`src/rtl/csma_backoff_pkg.sv`:
```
`timescale 1ns/1ps
package csma_backoff_pkg;

    localparam int CNT_W       = 8;
    localparam int LFSR_W      = 16;
    localparam int ABORT_LIMIT = 16;
    localparam int EXP_CAP     = 8;

    localparam logic [LFSR_W-1:0] LFSR_TAPS = 16'hB400;
    localparam logic [LFSR_W-1:0] LFSR_SEED = 16'hACE1;

    typedef logic [CNT_W-1:0] cnt_t;

    localparam cnt_t CNT_ONE = {{(CNT_W-1){1'b0}}, 1'b1};

    typedef enum logic {
        BO_RANDOM = 1'b0,
        BO_FIXED  = 1'b1
    } bo_style_e;

    typedef struct packed {
        logic grant;
        cnt_t wait_slots;
    } grant_state_t;

    function automatic cnt_t sat_inc(input cnt_t v);
        return (v == '1) ? v : v + CNT_ONE;
    endfunction

    // Backoff window mask for a collision count n: 2^min(n,EXP_CAP) - 1
    function automatic cnt_t window_mask(input cnt_t n);
        int e;
        e = (int'(n) > EXP_CAP) ? EXP_CAP : int'(n);
        return cnt_t'((1 << e) - 1);
    endfunction

endpackage

```
`src/rtl/csma_lfsr.sv`:
```
`timescale 1ns/1ps
module csma_lfsr #(
    parameter int                 STATE_W = 16,
    parameter int                 OUT_W   = 8,
    parameter logic [STATE_W-1:0] TAPS    = 16'hB400,
    parameter logic [STATE_W-1:0] SEED    = 16'hACE1
) (
    input  logic             clk,
    input  logic             rst,
    output logic [OUT_W-1:0] rnd
);

    logic [STATE_W-1:0] state;
    logic               feedback;

    assign feedback = ^(state & TAPS);
    assign rnd      = state[OUT_W-1:0];

    always_ff @(posedge clk) begin
        if (rst) begin
            state <= SEED;
        end else begin
            state <= {state[STATE_W-2:0], feedback};
        end
    end

endmodule

```
`src/rtl/csma_slot_timer.sv`:
```
`timescale 1ns/1ps
module csma_slot_timer
    import csma_backoff_pkg::*;
(
    input  logic clk,
    input  logic rst,
    input  logic bit_tick,
    input  cnt_t slot_len,
    input  cnt_t cycle_len,
    output logic slot_end,
    output cnt_t next_index
);

    cnt_t bit_pos;
    cnt_t slot_index;
    cnt_t bit_last;
    cnt_t index_last;

    always_comb begin
        // a zero length wraps to all ones, giving a full 2^CNT_W span
        bit_last   = slot_len - CNT_ONE;
        index_last = cycle_len - CNT_ONE;
        slot_end   = bit_tick && (bit_pos == bit_last);
        next_index = (slot_index == index_last) ? '0 : slot_index + CNT_ONE;
    end

    always_ff @(posedge clk) begin
        if (rst) begin
            bit_pos    <= '0;
            slot_index <= '0;
        end else if (bit_tick) begin
            if (slot_end) begin
                bit_pos    <= '0;
                slot_index <= next_index;
            end else begin
                bit_pos <= bit_pos + CNT_ONE;
            end
        end
    end

endmodule

```
`src/rtl/csma_collision_ctr.sv`:
```
`timescale 1ns/1ps
module csma_collision_ctr
    import csma_backoff_pkg::*;
(
    input  logic      clk,
    input  logic      rst,
    input  logic      wr_en,
    input  cnt_t      wr_data,
    input  logic      collision,
    input  bo_style_e style,
    output cnt_t      count,
    output logic      abort
);

    localparam cnt_t LIMIT = cnt_t'(ABORT_LIMIT);

    always_ff @(posedge clk) begin
        if (rst) begin
            count <= '0;
        end else if (wr_en) begin
            count <= wr_data;
        end else if (collision && (style == BO_RANDOM)) begin
            count <= sat_inc(count);
        end
    end

    assign abort = (style == BO_RANDOM) && (count >= LIMIT);

endmodule

```
`src/rtl/csma_backoff_ctrl.sv`:
```
`timescale 1ns/1ps
module csma_backoff_ctrl
    import csma_backoff_pkg::*;
(
    input  logic             clk,
    input  logic             rst,
    input  logic             bit_tick,
    input  logic             collision,
    input  logic             tx_req,
    input  logic [CNT_W-1:0] slot_len,
    input  logic             det_mode,
    input  logic [CNT_W-1:0] my_slot,
    input  logic             cnt_wr,
    input  logic [CNT_W-1:0] cnt_wdata,
    output logic             tx_ok,
    output logic [CNT_W-1:0] coll_cnt,
    output logic             abort
);

    bo_style_e    style;
    logic         slot_end;
    cnt_t         next_index;
    cnt_t         rnd;
    grant_state_t cur;
    grant_state_t nxt;

    assign style = bo_style_e'(det_mode);

    csma_slot_timer u_timer (
        .clk        (clk),
        .rst        (rst),
        .bit_tick   (bit_tick),
        .slot_len   (slot_len),
        .cycle_len  (coll_cnt),
        .slot_end   (slot_end),
        .next_index (next_index)
    );

    csma_lfsr #(
        .STATE_W (LFSR_W),
        .OUT_W   (CNT_W),
        .TAPS    (LFSR_TAPS),
        .SEED    (LFSR_SEED)
    ) u_lfsr (
        .clk (clk),
        .rst (rst),
        .rnd (rnd)
    );

    csma_collision_ctr u_count (
        .clk       (clk),
        .rst       (rst),
        .wr_en     (cnt_wr),
        .wr_data   (cnt_wdata),
        .collision (collision),
        .style     (style),
        .count     (coll_cnt),
        .abort     (abort)
    );

    always_comb begin
        nxt = cur;
        if (collision) begin
            nxt.grant = 1'b0;
            if (style == BO_RANDOM) begin
                nxt.wait_slots = rnd & window_mask(sat_inc(coll_cnt));
            end
        end else if (style == BO_FIXED) begin
            if (slot_end) begin
                nxt.grant = tx_req && (next_index == my_slot);
            end else begin
                nxt.grant = cur.grant && tx_req;
            end
        end else if (abort) begin
            // backoff is frozen while the limit holds
            nxt.grant = 1'b0;
        end else if (cur.grant) begin
            nxt.grant = tx_req;
        end else if (slot_end) begin
            if (cur.wait_slots == '0) begin
                nxt.grant = tx_req;
            end else begin
                nxt.wait_slots = cur.wait_slots - CNT_ONE;
            end
        end
    end

    always_ff @(posedge clk) begin
        if (rst) begin
            cur <= '0;
        end else begin
            cur <= nxt;
        end
    end

    assign tx_ok = cur.grant;

endmodule

```
`config.mk`:
```
export PLATFORM = sky130hd
export DESIGN_NAME = csma_backoff_ctrl
export DESIGN_NICKNAME = d
export VERILOG_FILES = /design/src/rtl/csma_backoff_pkg.sv /design/src/rtl/csma_lfsr.sv /design/src/rtl/csma_slot_timer.sv /design/src/rtl/csma_collision_ctr.sv /design/src/rtl/csma_backoff_ctrl.sv
export SDC_FILE = /design/constraint.sdc
export NUM_CORES = 1
export LEC_CHECK = 0
export BUFFER_PORTS_ARGS = -buffer_cell sky130_fd_sc_hd__buf_4
export CORE_ASPECT_RATIO = 1.25
export CORE_MARGIN = 4
export CORE_UTILIZATION = 55
export DETAILED_ROUTE_END_ITERATION = 8
export HOLD_SLACK_MARGIN = 0.12
export PLACE_DENSITY = 0.76
export SYNTH_ARGS = -nofsm -noshare
export SYNTH_HDL_FRONTEND = slang
export SYNTH_HIERARCHICAL = 1
export SYNTH_SLANG_ARGS = --single-unit
```
`constraint.sdc`:
```
create_clock -name clk -period 5 [get_ports clk]
set_input_delay 0.25 -clock clk [delete_from_list [all_inputs] [get_ports clk]]
set_output_delay 0.25 -clock clk [all_outputs]
set_load 0.01 [all_outputs]
```
==> results.tsv <==
stage	metric	value	unit
global_routing	initial antenna violation count	0	
timing	worst setup margin	1600	ps
timing	Clock Skews	7.21	ps
logic_synthesis	Ys Warns	6	
power	clock share of power	30.7	%
timing	fmax	0.294	GHz
power	Peak VDD IR	0.159	mV
final_layout	nets	508	
clock_network	Clk Latency, worst-skew pair	310	ps
routing	via/cell ratio	5.96	
routing	WL/cell	15.1	um
timing	Worst Tran Pin Value	809	ps
routing	routed wire length	8.36	mm
routing	Met3 Routed Length	375	um
placement	hpwl dp	6.09	mm
logic_synthesis	syn nets	487	
critical_path	CP endpoint kind	register	
clock_network	hold_buf cts	0	
global_routing	Remaining Overflow, GRT	0	
clock_network	htree depth	2	
hold_path	worst min-delay path endpoint	u_count/count[5]	
final_layout	commonest cells after routing, fill and taps aside	dfxtp_1 (49), nor2_1 (44), buf_4 (41)	
clock_network	clock buffer depth	2	
routing	Max Used Layer	met4	
timing	Final Hold Fails	0	
final_layout	layout cell share with drive strength beyond 1	14.5	%
logic_synthesis	#FFs+latches synth	49	
timing	RSZ-0062 raised after global routing	false	
power	sw frac	30.5	%
global_routing	largest net degree at the start of global routing	48	
logic_synthesis	Synth Area per Inst	7.93	um^2
floorplan	core outline area	0.00621	mm^2
routing	DR DRC count	0	
critical_path	Crit path arrival time	3620	ps
final_layout	commonest non-fill, non-tap cell in the layout	dfxtp_1	
global_routing	global-route wire length before repair	14.1	mm
routing	ANT nets after route	0	
critical_path	r2r endpoint	tx_ok	
power	Power Dens Cells	244	mW/mm^2
floorplan	Chip Width	79.8	um
global_routing	number of global-route vias before repair	3005	
floorplan	Site Rows	32	
hold_path	Hold Path Depth	3	
power	Pint	0.659	mW
logic_synthesis	number of synthesized flops with an enable pin	0	
clock_network	CTS root buffer	clkbuf_8	
clock_network	clock net sink count	49	
clock_network	# resized after CTS	0	
logic_synthesis	post-synthesis sequential area ratio	27.7	%
timing	final setup vio count	0	
global_routing	Total Routing Usage GR	21.9	%
logic_synthesis	Synth Flop Type	dfxtp_1	
run_status	status	finished clean	
power	Logic pwr share	21.9	%
placement	IO Port Bufs	40	
floorplan	Ports	41	
timing	Rel. slew slack	45.8	%
critical_path	flop-to-flop setup slack	1600	ps
routing	1st-pass router iterations	5	
power	Seq pwr share	47.4	%
routing	WL met1	3.61	mm
timing	Max Transition Viols Final	0	
power	P_leak	1.51	nW
timing	TNS Setup	0	ps
critical_path	worst-path fanout max	17	
timing	Tmin final	3400	ps
logic_synthesis	Yosys cell types	78	
critical_path	Setup CP Type	reg -> reg	
placement	pre-CTS setup slack	1620	ps
floorplan	Die ar.	0.00780	mm^2
power	Psw	0.289	mW
clock_network	CTS tree	built	
critical_path	Startpoint Class	register	
routing	metal2 WL	4.25	mm
clock_network	TritonCTS Buffers	5	
timing	crit share post-route	67.9	%
hold_path	Hold WC Path Type	in -> reg	
clock_network	Clock Pin Slew Worst Setup and Hold Paths	90	ps
logic_synthesis	synthesized cell area	0.00354	mm^2
routing	vias	3300	
final_layout	Layout area overhead	9.85	%
critical_path	Reg-to-Reg Start	u_count/count[0]	
final_layout	ANT cells	0	
routing	Initial DRC Count	318	
flow_run	Max-cap violations	0	
placement	GPL Wtd Cong	0.954	
floorplan	initial core utilization	57.1	%
critical_path	depth of the most critical reg-to-reg path	14	
logic_synthesis	Synth async-reset ratio	0	%
critical_path	CP required	5220	ps
clock_network	post-CTS setup buffer count	0	
hold_path	hold_sp	cnt_wdata[5]	
final_layout	fillcell total	560	
logic_synthesis	Cells after Synth	447	
floorplan	die height	97.7	um
final cells by class:
cell class | instances | area [um^2] | share of cell area, %
Sequential cell | 49 | 981 | 25.2
Tap cell | 85 | 106 | 2.73
Timing Repair Buffer | 41 | 308 | 7.91
Clock inverter | 3 | 43.8 | 1.13
Clock buffer | 5 | 68.8 | 1.77
Multi-Input combinational cell | 352 | 2310 | 59.4
Inverter | 19 | 72.6 | 1.86
how the worst max path moves through the flow:
| stage | startpoint | to |
|---|---|---|
| 2_1_floorplan | u_count/count[0] | tx_ok |
| 3_3_place_gp | u_count/count[0] | tx_ok |
| 3_5_place_dp | u_count/count[0] | tx_ok |
| 4_1_cts | u_count/count[0] | tx_ok |
| 5_1_grt | u_count/count[0] | tx_ok |
| 6_report | u_count/count[0] | tx_ok |
state kept, by name (all words and copies together), names as in the netlist:
name	count
u_count/count	8
u_timer/slot_index	8
cur	8
tx_ok	1
u_lfsr/state	16
u_timer/bit_pos	8
cells by family after synthesis:
family                   count (synthesis)  synth area share [%]
AO/OA/AOI/OAI                          104                  20.2
XOR/XNOR                                42                  10.6
adder cells (fa/ha/maj)                  9                  3.18
buffers and inverters                   46                  7.06
flip-flops                              49                  27.7
multiplexers                             3                 0.847
AND/OR/NAND/NOR                        194                  30.4
synth_stat cells, types with 3 or more instances:
cell | instances | area (um^2)
dfxtp_1 | 49 | 981
o21a_1 | 3 | 22.5
o211ai_1 | 8 | 60.1
nand3_1 | 18 | 90.1
buf_2 | 7 | 35.0
and4_1 | 4 | 35.0
buf_4 | 10 | 75.1
nand2b_1 | 10 | 62.6
nor2_1 | 44 | 165
nor4b_1 | 4 | 35.0
xor2_1 | 20 | 175
o21ai_0 | 17 | 85.1
nor4_1 | 6 | 37.5
buf_6 | 3 | 33.8
inv_1 | 17 | 63.8
a21oi_1 | 22 | 110
mux2i_1 | 3 | 30.0
nor2b_1 | 12 | 75.1
o2111ai_1 | 4 | 35.0
ha_1 | 9 | 113
and2_1 | 3 | 18.8
nand2_1 | 31 | 116
a31oi_1 | 10 | 62.6
or2_1 | 7 | 43.8
nor3_1 | 14 | 70.1
nand4b_1 | 3 | 26.3
a211oi_1 | 6 | 45.0
clkbuf_1 | 3 | 11.3
xnor2_1 | 21 | 184
and3_1 | 6 | 37.5
nand4_1 | 9 | 56.3
power by group through the flow:
stage / Sequential (mW) / Clock [mW] / Combinational (mW)
finish: 0.450 / 0.291 / 0.207
global route: 0.454 / 0.313 / 0.231
CTS: 0.449 / 0.299 / 0.207
detailed placement: 0.458 / 0 / 0.206
global placement: 0.457 / 0 / 0.201
floorplan: 0.443 / 0 / 0.162
layer usage:
metal / up-vias / GRT usage, %
met5: - / 0
met4: 0 / 6.89
met3: 10 / 3.51
met2: 86 / 38.1
met1: 1552 / 27.5
li1: 1652 / -
per-stage QoR:
stage | utilization, % | power (mW) | hold WS (ps) | instance area (um^2) | std cells
after floorplan | - | 0.605 | 322 | 3540 | 447
after global placement | 60.9 | 0.658 | 388 | 3780 | 546
after detailed placement | 60.9 | 0.664 | 390 | 3780 | 546
after CTS | 62.7 | 0.955 | 181 | 3890 | 554
after global routing | 62.7 | 0.997 | 203 | 3890 | 554
final | 62.7 | 0.948 | 189 | 3890 | 554
critical path, cell delays in order, from the launching register on:
cell and delay [ps]:
dfxtp_1 700, inv_1 140, ha_1 270, xnor2_2 220, xnor2_1 100, o41ai_1 310
o21bai_1 100, buf_4 190, nor2_2 300, nor2_1 110, xnor2_1 150, nand4_1 120
o211ai_1 180, o221ai_1 130, nor4b_1 280
Power figures use the tool's default switching activity.
